$ cat config.mk
export PLATFORM = sky130hd
export DESIGN_NAME = panel_pwr_seq
export DESIGN_NICKNAME = d
export VERILOG_FILES = /design/src/rtl/pps_pkg.sv /design/src/rtl/pps_regs.sv /design/src/rtl/pps_ctrl.sv /design/src/rtl/pps_datapath.sv /design/src/rtl/panel_pwr_seq.sv
export SDC_FILE = /design/constraint.sdc
export NUM_CORES = 1
export LEC_CHECK = 0
export BUFFER_PORTS_ARGS = -buffer_cell sky130_fd_sc_hd__buf_2
export CORE_MARGIN = 2
export CORE_UTILIZATION = 35
export DETAILED_ROUTE_END_ITERATION = 12
export PLACE_DENSITY = 0.52
export SKIP_LAST_GASP = 1
export SLEW_MARGIN = 10
export SYNTH_ARGS = -nofsm -noshare
export SYNTH_HDL_FRONTEND = slang
export SYNTH_HIERARCHICAL = 1
export SYNTH_SLANG_ARGS = --single-unit
$ cat constraint.sdc
create_clock -name clk -period 2.5 [get_ports clk]
set_input_delay 0.125 -clock clk [delete_from_list [all_inputs] [get_ports clk]]
set_output_delay 0.125 -clock clk [all_outputs]
set_load 0.005 [all_outputs]
$ cat src/rtl/pps_pkg.sv
package pps_pkg;
  localparam int GAP_W    = 4;
  localparam int NUM_PINS = 3;
  localparam int LEVEL_W  = $clog2(NUM_PINS + 1);
  localparam int REG_W    = 16;

  typedef struct packed {
    logic [GAP_W-1:0] onGap;      // high-voltage on -> display on
    logic [GAP_W-1:0] offGap;     // display off -> high-voltage off
    logic             enLogic;
    logic             enHv;
    logic             enDisp;
    logic [GAP_W-1:0] auxOnGap;   // logic on -> high-voltage on
    logic [GAP_W-1:0] auxOffGap;  // high-voltage off -> logic off
  } seqCfg_t;

  localparam seqCfg_t CFG_RESET = seqCfg_t'({4'd0, 4'd0, 1'b0, 1'b0, 1'b1, 4'd0, 4'd0});

  typedef struct packed {
    logic snapLoad;
    logic cntLoad;
    logic cntDirUp;
    logic cntDec;
    logic stepUp;
    logic stepDown;
  } seqStrobe_t;

  typedef enum logic [1:0] {
    SEQ_IDLE = 2'd0,
    SEQ_STEP = 2'd1,
    SEQ_WAIT = 2'd2
  } seqState_t;
endpackage

$ cat src/rtl/pps_regs.sv
module pps_regs
  import pps_pkg::*;
(
  input  logic             clk,
  input  logic             rstN,
  input  logic             wrEn,
  input  logic             addr,
  input  logic [REG_W-1:0] wrData,
  output logic [REG_W-1:0] rdData,
  output seqCfg_t          cfg
);

  always_ff @(posedge clk or negedge rstN) begin
    if (!rstN) begin
      cfg <= CFG_RESET;
    end else if (wrEn) begin
      if (!addr) begin
        cfg.onGap   <= wrData[15:12];
        cfg.offGap  <= wrData[11:8];
        cfg.enLogic <= wrData[6];
        cfg.enHv    <= wrData[5];
        cfg.enDisp  <= wrData[4];
      end else begin
        cfg.auxOnGap  <= wrData[7:4];
        cfg.auxOffGap <= wrData[3:0];
      end
    end
  end

  always_comb begin
    if (!addr)
      rdData = {cfg.onGap, cfg.offGap, 1'b0, cfg.enLogic, cfg.enHv, cfg.enDisp, 4'b0000};
    else
      rdData = {8'h00, cfg.auxOnGap, cfg.auxOffGap};
  end

endmodule

$ cat src/rtl/pps_ctrl.sv
module pps_ctrl
  import pps_pkg::*;
(
  input  logic               clk,
  input  logic               rstN,
  input  logic               targetOn,
  input  logic               frameStart,
  input  logic [LEVEL_W-1:0] level,
  input  logic               cntZero,
  output seqStrobe_t         strobe,
  output logic               busy,
  output logic               done
);

  localparam logic [LEVEL_W-1:0] TOP_LEVEL = LEVEL_W'(NUM_PINS);

  seqState_t          state, nextState;
  logic               waitDirUp;
  logic [LEVEL_W-1:0] wantLevel;

  assign wantLevel = targetOn ? TOP_LEVEL : '0;

  always_comb begin
    strobe    = '0;
    nextState = state;
    unique case (state)
      SEQ_IDLE: begin
        strobe.snapLoad = 1'b1;
        if (wantLevel != level) nextState = SEQ_STEP;
      end
      SEQ_STEP: begin
        if (wantLevel == level) begin
          nextState = SEQ_IDLE;
        end else if (targetOn && level == '0) begin
          strobe.stepUp = 1'b1;
        end else if (!targetOn && level == TOP_LEVEL) begin
          strobe.stepDown = 1'b1;
        end else begin
          strobe.cntLoad  = 1'b1;
          strobe.cntDirUp = targetOn;
          nextState       = SEQ_WAIT;
        end
      end
      SEQ_WAIT: begin
        if (frameStart) begin
          if (cntZero) begin
            nextState = SEQ_STEP;
            if (waitDirUp && targetOn)        strobe.stepUp   = 1'b1;
            else if (!waitDirUp && !targetOn) strobe.stepDown = 1'b1;
          end else begin
            strobe.cntDec = 1'b1;
          end
        end
      end
      default: nextState = SEQ_IDLE;
    endcase
  end

  always_ff @(posedge clk or negedge rstN) begin
    if (!rstN) begin
      state     <= SEQ_IDLE;
      waitDirUp <= 1'b0;
      done      <= 1'b0;
    end else begin
      state <= nextState;
      done  <= (state == SEQ_STEP) && (nextState == SEQ_IDLE);
      if (strobe.cntLoad) waitDirUp <= strobe.cntDirUp;
    end
  end

  assign busy = (state != SEQ_IDLE);

endmodule

$ cat src/rtl/pps_datapath.sv
module pps_datapath
  import pps_pkg::*;
(
  input  logic                clk,
  input  logic                rstN,
  input  seqCfg_t             cfg,
  input  seqStrobe_t          strobe,
  output logic [LEVEL_W-1:0]  level,
  output logic                cntZero,
  output logic [NUM_PINS-1:0] pinOut
);

  seqCfg_t             snap;
  logic [GAP_W-1:0]    cnt;
  logic [GAP_W-1:0]    gapSel;
  logic [NUM_PINS-1:0] enMask;

  always_comb begin
    if (strobe.cntDirUp)
      gapSel = (level == LEVEL_W'(1)) ? snap.auxOnGap : snap.onGap;
    else
      gapSel = (level == LEVEL_W'(2)) ? snap.offGap : snap.auxOffGap;
  end

  always_ff @(posedge clk or negedge rstN) begin
    if (!rstN) begin
      snap  <= CFG_RESET;
      level <= '0;
      cnt   <= '0;
    end else begin
      if (strobe.snapLoad) snap <= cfg;
      if (strobe.stepUp)        level <= level + 1'b1;
      else if (strobe.stepDown) level <= level - 1'b1;
      if (strobe.cntLoad)      cnt <= gapSel;
      else if (strobe.cntDec)  cnt <= cnt - 1'b1;
    end
  end

  assign cntZero = (cnt == '0);
  assign enMask  = {snap.enDisp, snap.enHv, snap.enLogic};

  for (genvar p = 0; p < NUM_PINS; p++) begin : g_pin
    assign pinOut[p] = enMask[p] & (level > LEVEL_W'(p));
  end

endmodule

$ cat src/rtl/panel_pwr_seq.sv
module panel_pwr_seq
  import pps_pkg::*;
(
  input  logic        clk,
  input  logic        rstN,
  input  logic        regWrEn,
  input  logic        regAddr,
  input  logic [15:0] regWrData,
  output logic [15:0] regRdData,
  input  logic        frameStart,
  input  logic        panelOnReq,
  output logic        logicPwrEn,
  output logic        hvPwrEn,
  output logic        dispOn,
  output logic        busy,
  output logic        seqDone,
  output logic [1:0]  seqLevel
);

  seqCfg_t             cfg;
  seqStrobe_t          strobe;
  logic [LEVEL_W-1:0]  level;
  logic                cntZero;
  logic [NUM_PINS-1:0] pinOut;

  pps_regs u_regs (
    .clk    (clk),
    .rstN   (rstN),
    .wrEn   (regWrEn),
    .addr   (regAddr),
    .wrData (regWrData),
    .rdData (regRdData),
    .cfg    (cfg)
  );

  pps_ctrl u_ctrl (
    .clk        (clk),
    .rstN       (rstN),
    .targetOn   (panelOnReq),
    .frameStart (frameStart),
    .level      (level),
    .cntZero    (cntZero),
    .strobe     (strobe),
    .busy       (busy),
    .done       (seqDone)
  );

  pps_datapath u_dp (
    .clk     (clk),
    .rstN    (rstN),
    .cfg     (cfg),
    .strobe  (strobe),
    .level   (level),
    .cntZero (cntZero),
    .pinOut  (pinOut)
  );

  assign logicPwrEn = pinOut[0];
  assign hvPwrEn    = pinOut[1];
  assign dispOn     = pinOut[2];
  assign seqLevel   = level;

endmodule

==> impl_metrics.env <==
export IMPL_final_hold_violation_count=0
export IMPL_core_rowCount=31
export IMPL_cp_required_ps=2680
export IMPL_synth_lib_cells_used_distinct=45
export IMPL_clkPwrFrac=0.159
export IMPL_timing_setup_tns_ps=0
export IMPL_synth_yosys_seq_area_share=0.474
export IMPL_die_area_um2=7950
export IMPL_finalCoreUtilization=0.412
export IMPL_worst_pin_slew_ps=549
export IMPL_post_synth_mux_area_share=0.230
export IMPL_setup_reg_to_reg_worst_slack_ps=570
export IMPL_core_um2=7140
export IMPL_final_period_utilization=0.774
export IMPL_grt_max_degree=26
export IMPL_final_max_slew_violation_count=0
export IMPL_max_clock_freq_mhz=517
export IMPL_power_share_combinational=0.409
export IMPL_power_switching_uw=1050
export IMPL_grt_setup_unrepaired="no"
export IMPL_fin_hold_ws_ps=50.9
export IMPL_crit_path_start_kind="flip-flop"
export IMPL_max_cap_violations=0
export IMPL_antenna_found_initial=0
export IMPL_avgSynthCellArea_um2=12.6
export IMPL_path_class="flip-flop to flip-flop"
export IMPL_most_common_library_cell_in_the_layout_ignoring_fill_and_taps="dfrtp_1"
export IMPL_avgViaCountPerCell=4.69
export IMPL_synthFlopType="dfrtp_1"
export IMPL_cp_max_fanout=4
export IMPL_antenna_cells=0
export IMPL_cts_tree="done"
export IMPL_clock_tree_buffer_depth=2
export IMPL_synth_ff_latch_count=48
export IMPL_summed_area_of_non_filler_cells_in_the_final_layout_um2=2940
export IMPL_io_buffer_count=44
export IMPL_whs_endpoint="u_regs/cfg[18]$_DFFE_PN0P_"
export IMPL_ctsHtreeMaxLevel=2
export IMPL_worst_setup_path_end_kind="flip-flop"
export IMPL_number_of_global_route_vias_before_repair=1659
export IMPL_syn_nets=232
export IMPL_hold_start="regWrData[15]"
export IMPL_final_critical_delay_including_setup_and_external_delays_ps=1930
export IMPL_max_slew_margin_rel=0.634
export IMPL_share_of_layout_cells_above_drive_strength_1=0.458
export IMPL_finalSetupViolCount=0
export IMPL_run_status="finished clean"
export IMPL_synth_warnings=6
export IMPL_detailed_router_s_first_iteration_violation_count=32
export IMPL_dieHeight_um=89.1
export IMPL_io_pins=45
export IMPL_grt_overflow_total=0
export IMPL_post_synth_and_or_nand_nor_area_fraction=0.139
export IMPL_min_delay_path_depth=2
export IMPL_timing_rr_start="u_dp/cnt[0]$_DFFE_PN0P_"
export IMPL_worst_r2r_endpoint="u_dp/level[1]$_DFFE_PN0P_"
export IMPL_initial_core_util=0.356
export IMPL_power_report_internal_total_uw=1970
export IMPL_peak_supply_drop_uv=292
export IMPL_sequential_power_share=0.433
export IMPL_ys_async_sr_fraction=1.00
export IMPL_synth_top_family_by_area="multiplexers"
export IMPL_synth_adder_area_share=0.0444
export IMPL_first_pass_iters=2
export IMPL_wl_per_cell_um=14.3
export IMPL_cts_root_buf="clkbuf_8"
export IMPL_cp_arrival_ps=2110
export IMPL_synth_compound_area_share=0.0513
export IMPL_number_of_nets_in_the_layout=279
export IMPL_powerDensity_nw_per_um2=1030
export IMPL_postRouteAntennaNets=0
export IMPL_synth_xor_area_frac=0.0173
export IMPL_cts_made_buffers=5
export IMPL_floorplan_die_width_um=89.1
export IMPL_reg2reg_depth=10
export IMPL_synth_enable_flop_cells=0
export IMPL_setup_skew_after_layout_ps=5.42
export IMPL_global_route_usage_total=0.136
export IMPL_route_vias_total=1633
export IMPL_post_dp_hpwl_um=3670
export IMPL_layout_area_overhead_vs_synth_pct=15.9
export IMPL_globalplace_congestion=0.804
export IMPL_cts_clk_slew_worst_paths_ps=80
export IMPL_worstSkewPairLatency_ps=300
export IMPL_first_pass_grt_wire_length_um=8150
export IMPL_p_leak_uw=0.00135
export IMPL_placed_area_um2=2840
export IMPL_synth_cells=201
export IMPL_route_final_wire_length_um=4980
export IMPL_clock_sinks=48
export IMPL_worst_hold_path_type="primary input to flip-flop"
export IMPL_drt_drc_violations_left=0
export IMPL_switching_share=0.347
export IMPL_mostFrequentLayoutCells="46 x dfrtp_1, 44 x buf_2, 34 x mux2_2"
export IMPL_netlist_area_um2=2540
==> synthesized netlist by cell type (5+ instances only) <==
| cell type | number | area share |
|---|---|---|
| buf_2 | 5 | 0.0099 |
| ha_1 | 9 | 0.044 |
| nand2_1 | 7 | 0.010 |
| mux2i_1 | 5 | 0.020 |
| inv_1 | 8 | 0.012 |
| and2_1 | 8 | 0.020 |
| mux2_2 | 34 | 0.15 |
| dfrtp_1 | 46 | 0.45 |
| nor2b_1 | 8 | 0.020 |
| mux2_4 | 10 | 0.059 |
==> per-stage QoR <==
step / total power (µW) / cells / worst slack [ps]
floorplan: 2230 / 201 / 759
global placement: 2550 / 339 / 620
detailed placement: 2580 / 339 / 554
CTS: 3070 / 348 / 529
global route: 3260 / 348 / 253
finish: 3020 / 348 / 566
==> power groups by stage <==
stage                     clock, µW  combinational (µW)  sequential [µW]
final                           480                1230             1310
after detailed placement          0                1250             1330
after global routing            519                1390             1360
after CTS                       503                1260             1310
after floorplan                   0                1000             1230
after global placement            0                1220             1320
==> layout make-up <==
class / count / area [µm²]
fillers: 732 / 4200
multi-input cells: 135 / 1220
flip-flops and latches: 48 / 1200
repair buffers: 50 / 268
well taps: 99 / 124
clock buffers: 7 / 86.3
inverters: 8 / 30.0
clock inverters: 1 / 7.51
==> metal layers <==
metal	GRT usage	part of all wire
met1	0.175	0.46
met4	0.0448	0.014
met2	0.231	0.49
met5	0	0
met3	0.0259	0.028
==> state kept, by name, summed over array words and instances, names as in the netlist <==
register	flops
u_regs/cfg	19
u_dp/snap	16
u_dp/cnt	4
u_dp/enMask	3
u_ctrl/state	2
u_dp/level	2
u_ctrl/done	1
u_ctrl/waitDirUp	1
==> repair_timing <==
| item | 4_1_cts | 5_1_grt |
|---|---|---|
| setup buffers | 0 | 0 |
| hold buffers | 1 | 0 |
| endpoints found under the hold margin | 23 | 0 |
| resized for setup | 0 | 0 |
==> worst max path at each step <==
stage | start | end | slack (ps) | cells past startpoint
4_1_cts | u_dp/cnt[0]$_DFFE_PN0P_ | u_dp/level[1]$_DFFE_PN0P_ | 530 | 10
5_1_grt | u_dp/cnt[0]$_DFFE_PN0P_ | u_dp/level[1]$_DFFE_PN0P_ | 250 | 10
2_1_floorplan | u_dp/cnt[0]$_DFFE_PN0P_ | u_dp/cnt[3]$_DFFE_PN0P_ | 760 | 7
3_5_place_dp | u_dp/cnt[0]$_DFFE_PN0P_ | u_dp/level[1]$_DFFE_PN0P_ | 550 | 10
6_report | u_dp/cnt[0]$_DFFE_PN0P_ | u_dp/level[1]$_DFFE_PN0P_ | 570 | 10
3_3_place_gp | u_dp/cnt[0]$_DFFE_PN0P_ | u_dp/level[1]$_DFFE_PN0P_ | 620 | 10
==> critical path, stage by stage (launching register included) <==
cell	delay, ps
dfrtp_1	430
inv_1	80
ha_1	150
nor3b_1	340
nand3_1	120
nor2_1	100
a31oi_1	50
nor3b_1	320
nand2_1	80
o21ai_0	70
o21ai_0	90
==> cell families (layout without fill, tap and decap cells) <==
| group | after synthesis | in the layout |
|---|---|---|
| xor gates and xnor gates | 5 | 5 |
| buffers and inverters | 18 | 66 |
| muxes | 49 | 49 |
| adders and majority gates | 9 | 9 |
| DFF | 48 | 48 |
| AOI/OAI and AO/OA | 20 | 20 |
| and+or+nand+nor | 52 | 52 |
Power figures use the tool's default switching activity.
